### config.mk
export PLATFORM = sky130hd
export DESIGN_NAME = mbis_request_sequencer
export DESIGN_NICKNAME = d
export VERILOG_FILES = /design/src/rtl/mbis_pkg.sv /design/src/rtl/mbis_slot_timer.sv /design/src/rtl/mbis_mb_position.sv /design/src/rtl/mbis_pixel_capture.sv /design/src/rtl/mbis_request_sequencer.sv
export SDC_FILE = /design/constraint.sdc
export NUM_CORES = 1
export LEC_CHECK = 0
export BUFFER_PORTS_ARGS = -buffer_cell sky130_fd_sc_hd__clkbuf_2
export CAP_MARGIN = 20
export CORE_MARGIN = 5
export CORE_UTILIZATION = 57
export CTS_CLUSTER_SIZE = 30
export DETAILED_ROUTE_END_ITERATION = 8
export GPL_TIMING_DRIVEN = 0
export PLACE_DENSITY_LB_ADDON = 0.08
export SLEW_MARGIN = 20
export SYNTH_ARGS = -nofsm -noshare
export SYNTH_HDL_FRONTEND = slang
export SYNTH_SLANG_ARGS = --single-unit
### constraint.sdc
create_clock -name clk -period 4.2 [get_ports clk]
set_input_delay 0.84 -clock clk [delete_from_list [all_inputs] [get_ports clk]]
set_output_delay 0.84 -clock clk [all_outputs]
set_load 0.005 [all_outputs]
### src/rtl/mbis_pkg.sv
package mbis_pkg;

    // Six sub-blocks per macroblock: four luma, then U, then V
    localparam int SUBS_PER_MB = 6;

    typedef enum logic [1:0] {
        ST_IDLE = 2'd0,
        ST_LEAD = 2'd1,
        ST_SLOT = 2'd2
    } seq_state_e;

    typedef struct packed {
        logic dummy;   // current slot carries no data
        logic last;    // current slot holds the final macroblock of the frame
    } slot_flags_t;

    // Group label seen in the coded stream for a zero-based group index
    function automatic int unsigned gob_label(input int unsigned idx, input logic cif);
        return cif ? idx + 1 : 2 * idx + 1;
    endfunction

endpackage

### src/rtl/mbis_slot_timer.sv
module mbis_slot_timer
    import mbis_pkg::*;
#(
    parameter int REQ_DELAY = 184,
    parameter int REQ_WIN   = 1871,
    parameter int MB_PERIOD = 2064
) (
    input  logic        clk,
    input  logic        rst,
    input  logic        frame_start_i,
    input  slot_flags_t flags_i,
    output logic        frame_go_o,
    output logic        slot_end_o,
    output logic        req_o,
    output logic        win_close_o
);

    localparam int CNT_MAX = (MB_PERIOD > REQ_DELAY) ? MB_PERIOD : REQ_DELAY;
    localparam int CW      = $clog2(CNT_MAX);
    localparam logic [CW-1:0] LEAD_LAST = CW'(REQ_DELAY - 1);
    localparam logic [CW-1:0] SLOT_LAST = CW'(MB_PERIOD - 1);
    localparam logic [CW-1:0] WIN_LAST  = CW'(REQ_WIN - 1);
    localparam logic [CW-1:0] WIN_LEN   = CW'(REQ_WIN);

    seq_state_e    state;
    logic [CW-1:0] cnt;
    logic          fs_q;

    assign frame_go_o  = frame_start_i & ~fs_q;
    assign slot_end_o  = (state == ST_SLOT) && (cnt == SLOT_LAST) && !frame_go_o;
    assign req_o       = (state == ST_SLOT) && !flags_i.dummy && (cnt < WIN_LEN);
    assign win_close_o = (state == ST_SLOT) && !flags_i.dummy && (cnt == WIN_LAST);

    always_ff @(posedge clk) begin
        if (rst) begin
            fs_q  <= 1'b0;
            state <= ST_IDLE;
            cnt   <= '0;
        end else begin
            fs_q <= frame_start_i;
            if (frame_go_o) begin
                state <= ST_LEAD;
                cnt   <= '0;
            end else begin
                unique case (state)
                    ST_LEAD: begin
                        if (cnt == LEAD_LAST) begin
                            state <= ST_SLOT;
                            cnt   <= '0;
                        end else begin
                            cnt <= cnt + 1'b1;
                        end
                    end
                    ST_SLOT: begin
                        if (cnt == SLOT_LAST) begin
                            cnt <= '0;
                            if (flags_i.last && !flags_i.dummy)
                                state <= ST_IDLE;
                        end else begin
                            cnt <= cnt + 1'b1;
                        end
                    end
                    default: begin
                        cnt <= '0;
                    end
                endcase
            end
        end
    end

endmodule

### src/rtl/mbis_mb_position.sv
module mbis_mb_position
    import mbis_pkg::*;
#(
    parameter int MBS_PER_GOB = 33,
    parameter int ROW_MBS     = 11,
    parameter int GOBS_CIF    = 12,
    parameter int GOBS_QCIF   = 3,
    parameter int MW          = 6,
    parameter int GW          = 4
) (
    input  logic          clk,
    input  logic          rst,
    input  logic          frame_go_i,
    input  logic          slot_end_i,
    input  logic          cif_mode_i,
    output slot_flags_t   flags_o,
    output logic [MW-1:0] mb_num_o,
    output logic [GW-1:0] gob_num_o
);

    localparam int GMAX = (GOBS_CIF > GOBS_QCIF) ? GOBS_CIF : GOBS_QCIF;
    localparam int GIW  = $clog2(GMAX + 1);
    localparam int CLW  = $clog2(ROW_MBS + 1);
    localparam logic [MW-1:0]  MB_LAST  = MW'(MBS_PER_GOB - 1);
    localparam logic [CLW-1:0] COL_LAST = CLW'(ROW_MBS - 1);
    localparam logic [GIW-1:0] GOB_LAST_CIF  = GIW'(GOBS_CIF - 1);
    localparam logic [GIW-1:0] GOB_LAST_QCIF = GIW'(GOBS_QCIF - 1);

    logic [MW-1:0]  mb_idx;
    logic [GIW-1:0] gob_idx;
    logic [CLW-1:0] col_idx;
    logic           dummy_q;
    logic           cif_q;
    logic           row_end;
    logic           last_mb;

    assign row_end = (col_idx == COL_LAST);
    assign last_mb = (mb_idx == MB_LAST) &&
                     (gob_idx == (cif_q ? GOB_LAST_CIF : GOB_LAST_QCIF));

    assign flags_o.dummy = dummy_q;
    assign flags_o.last  = last_mb;
    assign mb_num_o      = mb_idx + 1'b1;
    assign gob_num_o     = GW'(gob_label(int'(gob_idx), cif_q));

    always_ff @(posedge clk) begin
        if (rst) begin
            mb_idx  <= '0;
            gob_idx <= '0;
            col_idx <= '0;
            dummy_q <= 1'b0;
            cif_q   <= 1'b0;
        end else if (frame_go_i) begin
            mb_idx  <= '0;
            gob_idx <= '0;
            col_idx <= '0;
            dummy_q <= 1'b0;
            cif_q   <= cif_mode_i;
        end else if (slot_end_i) begin
            if (dummy_q) begin
                dummy_q <= 1'b0;
            end else if (!last_mb) begin
                dummy_q <= cif_q & row_end;
                col_idx <= row_end ? '0 : col_idx + 1'b1;
                if (mb_idx == MB_LAST) begin
                    mb_idx  <= '0;
                    gob_idx <= gob_idx + 1'b1;
                end else begin
                    mb_idx <= mb_idx + 1'b1;
                end
            end
        end
    end

endmodule

### src/rtl/mbis_pixel_capture.sv
module mbis_pixel_capture #(
    parameter int BLK    = 8,
    parameter int PIX_MB = 384
) (
    input  logic                   clk,
    input  logic                   rst,
    input  logic                   frame_go_i,
    input  logic                   slot_start_i,
    input  logic                   req_i,
    input  logic                   win_close_i,
    input  logic                   pix_stb_i,
    input  logic [7:0]             pix_i,
    output logic                   wr_en_o,
    output logic [7:0]             wr_data_o,
    output logic [2:0]             wr_sub_o,
    output logic [$clog2(BLK)-1:0] wr_row_o,
    output logic [$clog2(BLK)-1:0] wr_col_o,
    output logic                   err_o
);

    localparam int LB = $clog2(BLK);
    localparam int PW = $clog2(PIX_MB + 1);
    localparam logic [PW-1:0] FULL = PW'(PIX_MB);

    logic [PW-1:0] pix_cnt;
    logic [PW-1:0] cnt_after;
    logic          stb_q;
    logic          stb_rise;
    logic          take;
    logic          stray;
    logic          short_mb;

    assign stb_rise  = pix_stb_i & ~stb_q;
    assign take      = stb_rise & req_i & (pix_cnt < FULL);
    assign stray     = stb_rise & ~req_i;
    assign cnt_after = pix_cnt + PW'(take);
    assign short_mb  = win_close_i && (cnt_after != FULL);

    always_ff @(posedge clk) begin
        if (rst) begin
            stb_q     <= 1'b0;
            pix_cnt   <= '0;
            wr_en_o   <= 1'b0;
            wr_data_o <= '0;
            wr_sub_o  <= '0;
            wr_row_o  <= '0;
            wr_col_o  <= '0;
            err_o     <= 1'b0;
        end else begin
            stb_q   <= pix_stb_i;
            wr_en_o <= take;
            if (slot_start_i)
                pix_cnt <= '0;
            else if (take)
                pix_cnt <= pix_cnt + 1'b1;
            if (take) begin
                wr_data_o <= pix_i;
                wr_sub_o  <= pix_cnt[2*LB +: 3];
                wr_row_o  <= pix_cnt[LB +: LB];
                wr_col_o  <= pix_cnt[0 +: LB];
            end
            if (frame_go_i)
                err_o <= 1'b0;
            else if (stray || short_mb)
                err_o <= 1'b1;
        end
    end

endmodule

### src/rtl/mbis_request_sequencer.sv
module mbis_request_sequencer
    import mbis_pkg::*;
#(
    parameter int BLK         = 8,
    parameter int MBS_PER_GOB = 33,
    parameter int ROW_MBS     = 11,
    parameter int GOBS_CIF    = 12,
    parameter int GOBS_QCIF   = 3,
    parameter int REQ_DELAY   = 184,
    parameter int REQ_WIN     = 1871,
    parameter int MB_PERIOD   = 2064,
    localparam int LB      = $clog2(BLK),
    localparam int MW      = $clog2(MBS_PER_GOB + 1),
    localparam int GOB_MAX = (GOBS_CIF > 2 * GOBS_QCIF - 1) ? GOBS_CIF : 2 * GOBS_QCIF - 1,
    localparam int GW      = $clog2(GOB_MAX + 1)
) (
    input  logic          clk,
    input  logic          rst,
    input  logic          frame_start_i,
    input  logic          cif_mode_i,
    input  logic          pix_stb_i,
    input  logic [7:0]    pix_i,
    output logic          req_o,
    output logic          wr_en_o,
    output logic [7:0]    wr_data_o,
    output logic [2:0]    wr_sub_o,
    output logic [LB-1:0] wr_row_o,
    output logic [LB-1:0] wr_col_o,
    output logic [MW-1:0] mb_num_o,
    output logic [GW-1:0] gob_num_o,
    output logic          err_o
);

    localparam int PIX_MB = SUBS_PER_MB * BLK * BLK;

    slot_flags_t flags;
    logic        frame_go;
    logic        slot_end;
    logic        win_close;
    logic        slot_start;
    logic        slot_dummy;

    assign slot_start = frame_go | slot_end;
    assign slot_dummy = flags.dummy;

    mbis_slot_timer #(
        .REQ_DELAY (REQ_DELAY),
        .REQ_WIN   (REQ_WIN),
        .MB_PERIOD (MB_PERIOD)
    ) u_timer (
        .clk           (clk),
        .rst           (rst),
        .frame_start_i (frame_start_i),
        .flags_i       (flags),
        .frame_go_o    (frame_go),
        .slot_end_o    (slot_end),
        .req_o         (req_o),
        .win_close_o   (win_close)
    );

    mbis_mb_position #(
        .MBS_PER_GOB (MBS_PER_GOB),
        .ROW_MBS     (ROW_MBS),
        .GOBS_CIF    (GOBS_CIF),
        .GOBS_QCIF   (GOBS_QCIF),
        .MW          (MW),
        .GW          (GW)
    ) u_pos (
        .clk        (clk),
        .rst        (rst),
        .frame_go_i (frame_go),
        .slot_end_i (slot_end),
        .cif_mode_i (cif_mode_i),
        .flags_o    (flags),
        .mb_num_o   (mb_num_o),
        .gob_num_o  (gob_num_o)
    );

    mbis_pixel_capture #(
        .BLK    (BLK),
        .PIX_MB (PIX_MB)
    ) u_cap (
        .clk          (clk),
        .rst          (rst),
        .frame_go_i   (frame_go),
        .slot_start_i (slot_start),
        .req_i        (req_o),
        .win_close_i  (win_close),
        .pix_stb_i    (pix_stb_i),
        .pix_i        (pix_i),
        .wr_en_o      (wr_en_o),
        .wr_data_o    (wr_data_o),
        .wr_sub_o     (wr_sub_o),
        .wr_row_o     (wr_row_o),
        .wr_col_o     (wr_col_o),
        .err_o        (err_o)
    );

endmodule

==> impl_summary.md <==
Status
The run finished with clean final reports.

Setup path
At the worst endpoint, the required time is 4.42 ns. The cell at the slowest stage of the critical path is sky130_fd_sc_hd__a211oi_4. The total stage count of the critical path is 12. Counting cells, the worst reg-to-reg path comes to 12. The startpoint identified for the worst register-to-register timing path is u_timer.cnt[0]$_SDFF_PP0_. For the worst setup path, the data arrival time is 3.88 ns. The family with the most delay on the worst path is compound AO/OA/AOI/OAI gates. Traced cell by cell, the critical path runs through ha_1 > nand3_1 > a211oi_4 > nor3_2 > buf_4 > ha_1 > ha_1 > nor4b_1 > a41oi_1 > a2111oi_0 > o211ai_1 > a31o_1. The longest individual stage delay on the worst path is 0.56 ns. The sort of element at the end of the critical path is a flop. The worst setup path is launched from a flop. The critical path ends at u_cap.err_o$_SDFFE_PP0P_.

The critical path startpoint is u_timer.cnt[0]$_SDFF_PP0_. The number of buffers and inverters on the critical path is 1. The worst register-to-register path ends at u_cap.err_o$_SDFFE_PP0P_. The cell with the most instances on the worst path is sky130_fd_sc_hd__ha_1. The critical path is of the flop to flop type. The maximum fanout count along the critical path is 10. In this run the register-to-register setup slack is approximately 0.55 ns.

CTS
After clock tree synthesis, the setup repair step added 0 buffers. In this run the deepest clock path goes through 2 buffers. For the worst-skew pair, the clock arrives at the later sink with an insertion delay of 0.32 ns. The hold-fix buffer count after cts is 0.

The total CTS buffers is 9. In this run the clock root is driven by a sky130_fd_sc_hd__clkbuf_8. In this run the number of H-tree levels came out at 3. TritonCTS built the clock tree. After clock tree synthesis, the clock-pin slew on the worst setup and hold paths is around 0.070 ns. Clock tree synthesis found a total of 60 sinks. The number of gates resized after CTS is 0.

Placement
The count of port buffers added during placement is 42. Once detailed placement completed, the half-perimeter wirelength came to 4.626 mm. The routability-driven placement congestion ratio is 0.7937.

Power and ir drop
The reported net switching power is 0.2627 mW. Per report_power, the combinational group accounts for 4.2% of the total. The part of the total power dissipated in the clock network is 50.3%. Net switching is 20.73% of the power. The part of the power in registers is about 46%. For this design the static power due to leakage is 1.280 nW. The internal power of the cells totals 1.005 mW.

Overall power consumption after layout is estimated at 1.268 mW. The worst-case IR drop observed on VDD is 0.2637 mV. The cell area power density is 354.7 nW/µm².

STA
The final cycle utilization of the critical path is 86.96%. The number of hold violations in the final report is 0. The post-route clock skew is 0.009305 ns. The relative slew slack is 65.61%. Setup repair after global routing left no endpoint under its margin. The transition time at the pin with the least slew margin is 0.5111 ns.

Adding up every negative setup slack in the final design gives 0 ns. Setup violations remaining at the end of the flow were counted as 0. The highest clock rate is roughly 0.27 GHz. The clock period could shrink to 3.652 ns. The number of pins exceeding their max-slew limit in the final report is 0.

Floorplan
The floorplan step defined a core boundary enclosing 5140 µm². The die boundary width is just over 80 µm. The die area is 6867 µm².

The I/O pin total is 43. For this configuration, the core starts out at a cell density of between 50 and 60%. The die boundary height is 82.87 µm.

After floorplanning, the core was divided into 26 placement rows.

Synthesis
Counting flops with an async set or reset pin after synthesis yields a share of 0%. The sequential cell area fraction in the yosys report is 39.69%. Counting every net in the synthesized netlist gives 371.

Among all flip-flop cells after synthesis, the most frequent one is sky130_fd_sc_hd__dfxtp_1. The synthesized design contains 60 register bits. The unique cell type count in the Yosys netlist is 52.

The mapped netlist covers ~3000 µm². The number of flops mapped to enable cells by yosys is 0. Synthesis handed over a netlist of 347 instances.

The mean instance size in the synthesized netlist is between 8 and 9 µm². The count of warnings emitted by yosys is 0.

Layout
The library cell used most frequently in the layout, excluding fill and tap cells, is sky130_fd_sc_hd__dfxtp_1. The share of post-route cells with drive strength above 1 is 19.51%. For this run, the post-layout net count is roughly 420. The number of diodes added for antenna fixing is 0. The top cell types in the final layout, fill and taps aside, are sky130_fd_sc_hd__dfxtp_1, sky130_fd_sc_hd__nor2_1, sky130_fd_sc_hd__clkbuf_2. Compared with the post-synthesis result, the final layout area differs by 18.07%.

Routing
In the routed design, unresolved DRC markers number 0. The routed length per instance is 13.37 µm. The iteration count of the initial detailed-routing pass is 4.

The sum of routed wire length over all layers is approximately 6.4 mm. For this block, the initial DRC count from the detailed router was 175. In this run the remaining antenna-violating nets after routing total 0.

The per-cell via count in the routed design is 5.459. The via total after detailed routing is approximately 2600.

GRT
In the global route stage, overall resource usage came out at 19.30%. The wire length of the first global-routing pass is about 11 mm. The pin count of the biggest net entering global routing is 12. The number of global-route vias before repair is 2468. The initial antenna violation count is 0. After global routing the overflow that remains totals 0.

Worst hold path
The type of the worst min-delay path is flop to flop.

Job
The max-cap violation count is 0.
[logic make-up after synthesis]
kind of cell,count (synthesis),share of synthesized area [%]
flops,60,39.69
compound gates,48,11.04
fa+ha+maj,11,4.547
xor+xnor,25,7.234
buf+inv,31,4.713
mux,20,6.697
simple gates,152,26.09
[flip-flops by register name, indices dropped and copies added (netlist names)]
name / count
u_cap.wr_en_o: 1
u_pos.dummy_q: 1
u_timer.fs_q: 1
u_pos.col_idx: 4
u_cap.wr_data_o: 8
u_cap.pix_cnt: 9
u_cap.wr_sub_o: 3
u_pos.gob_idx: 4
u_timer.state: 2
u_cap.err_o: 1
u_pos.mb_idx: 6
u_cap.stb_q: 1
u_timer.cnt: 12
u_cap.wr_row_o: 3
u_pos.cif_q: 1
u_cap.wr_col_o: 3
[synth_stat cells (2+ instances only)]
master                      count  share of area, %
sky130_fd_sc_hd__dfxtp_1       60                40
sky130_fd_sc_hd__nor2_1        50               6.2
sky130_fd_sc_hd__nand2_1       25               3.1
sky130_fd_sc_hd__xnor2_1       19               5.5
sky130_fd_sc_hd__mux2i_1       18               6.0
sky130_fd_sc_hd__a21oi_1       17               2.8
sky130_fd_sc_hd__nand3_1       16               2.6
sky130_fd_sc_hd__ha_1          11               4.5
sky130_fd_sc_hd__inv_1         11               1.4
sky130_fd_sc_hd__clkbuf_1      10               1.2
sky130_fd_sc_hd__nand4_1       10               2.1
sky130_fd_sc_hd__nor3_1         9               1.5
sky130_fd_sc_hd__or3_1          7               1.4
sky130_fd_sc_hd__buf_2          6              0.99
sky130_fd_sc_hd__nor4_1         6               1.2
sky130_fd_sc_hd__xor2_1         6               1.7
sky130_fd_sc_hd__nand2b_1       5               1.0
sky130_fd_sc_hd__nor2b_1        5               1.0
sky130_fd_sc_hd__o21ai_0        5              0.83
sky130_fd_sc_hd__o21ai_1        5              0.83
sky130_fd_sc_hd__a31oi_1        3              0.62
sky130_fd_sc_hd__and3_1         3              0.62
sky130_fd_sc_hd__and4_1         3              0.87
sky130_fd_sc_hd__buf_4          3              0.74
sky130_fd_sc_hd__a2111oi_0      2              0.58
sky130_fd_sc_hd__a41oi_1        2              0.58
sky130_fd_sc_hd__mux2_2         2              0.74
sky130_fd_sc_hd__nor4b_2        2              0.99
sky130_fd_sc_hd__o2111ai_1      2              0.58
sky130_fd_sc_hd__or4_1          2              0.50
[worst register-to-register path, stage by stage (launching register included)]
cell and delay (ns):
sky130_fd_sc_hd__dfxtp_1 0.39, sky130_fd_sc_hd__ha_1 0.22, sky130_fd_sc_hd__nand3_1 0.25, sky130_fd_sc_hd__a211oi_4 0.56
sky130_fd_sc_hd__nor3_2 0.14, sky130_fd_sc_hd__buf_4 0.22, sky130_fd_sc_hd__ha_1 0.26, sky130_fd_sc_hd__ha_1 0.27
sky130_fd_sc_hd__nor4b_1 0.27, sky130_fd_sc_hd__a41oi_1 0.15, sky130_fd_sc_hd__a2111oi_0 0.45, sky130_fd_sc_hd__o211ai_1 0.16
sky130_fd_sc_hd__a31o_1 0.23
[power groups by stage]
stage               clock (mW)  sequential (mW)  combinational (mW)
global route             0.675            0.578              0.0601
CTS                      0.648            0.577              0.0537
floorplan                    0            0.590              0.0348
global placement             0            0.590              0.0525
detailed placement           0            0.590              0.0534
finish                   0.637            0.577              0.0533
[area by class of cell]
type / instances / area [µm²]
multi-input cells: 256 / 1683
fillers: 450 / 1567
flip-flops and latches: 60 / 1201
repair buffers: 42 / 210.2
clock buffers: 10 / 137.6
clock inverters: 6 / 111.4
plain buffers: 20 / 101.3
well taps: 70 / 87.58
inverters: 11 / 41.29
[worst min path at each step]
stage                     slack, ns                    startpoint  cells after the start                            to
after global routing           0.51  u_pos.mb_idx[5]$_SDFFE_PP0P_                      2  u_pos.mb_idx[5]$_SDFFE_PP0P_
after global placement         0.45    u_pos.dummy_q$_SDFFE_PP0P_                      2    u_pos.dummy_q$_SDFFE_PP0P_
after CTS                      0.47    u_pos.dummy_q$_SDFFE_PP0P_                      2    u_pos.dummy_q$_SDFFE_PP0P_
final                          0.47    u_pos.dummy_q$_SDFFE_PP0P_                      2    u_pos.dummy_q$_SDFFE_PP0P_
after floorplan                0.44     u_timer.cnt[0]$_SDFF_PP0_                      1     u_timer.cnt[0]$_SDFF_PP0_
after detailed placement       0.46    u_pos.dummy_q$_SDFFE_PP0P_                      2    u_pos.dummy_q$_SDFFE_PP0P_
[through the flow]
step | cell area [µm²] | hold WS [ns] | setup WS, ns | cells | utilization (%)
floorplan | 3027 | 0.4373 | 1.061 | 347 | -
finish | 3573 | 0.4687 | 0.5477 | 475 | 69.52
global placement | 3324 | 0.4505 | 0.5995 | 459 | 64.68
global route | 3573 | 0.5119 | 0.2386 | 475 | 69.52
CTS | 3573 | 0.4668 | 0.5025 | 475 | 69.52
detailed placement | 3324 | 0.4579 | 0.5038 | 459 | 64.68
[per-layer routing]
metal	up-vias	wire length [µm]	global-route usage, %
li1	1332	-	-
met1	1199	3089	26.02
met2	57	2803	29.45
met3	5	401	6.040
met4	0	57	5.944
met5	-	0	0
No activity file was read; power rests on OpenSTA's default activity.
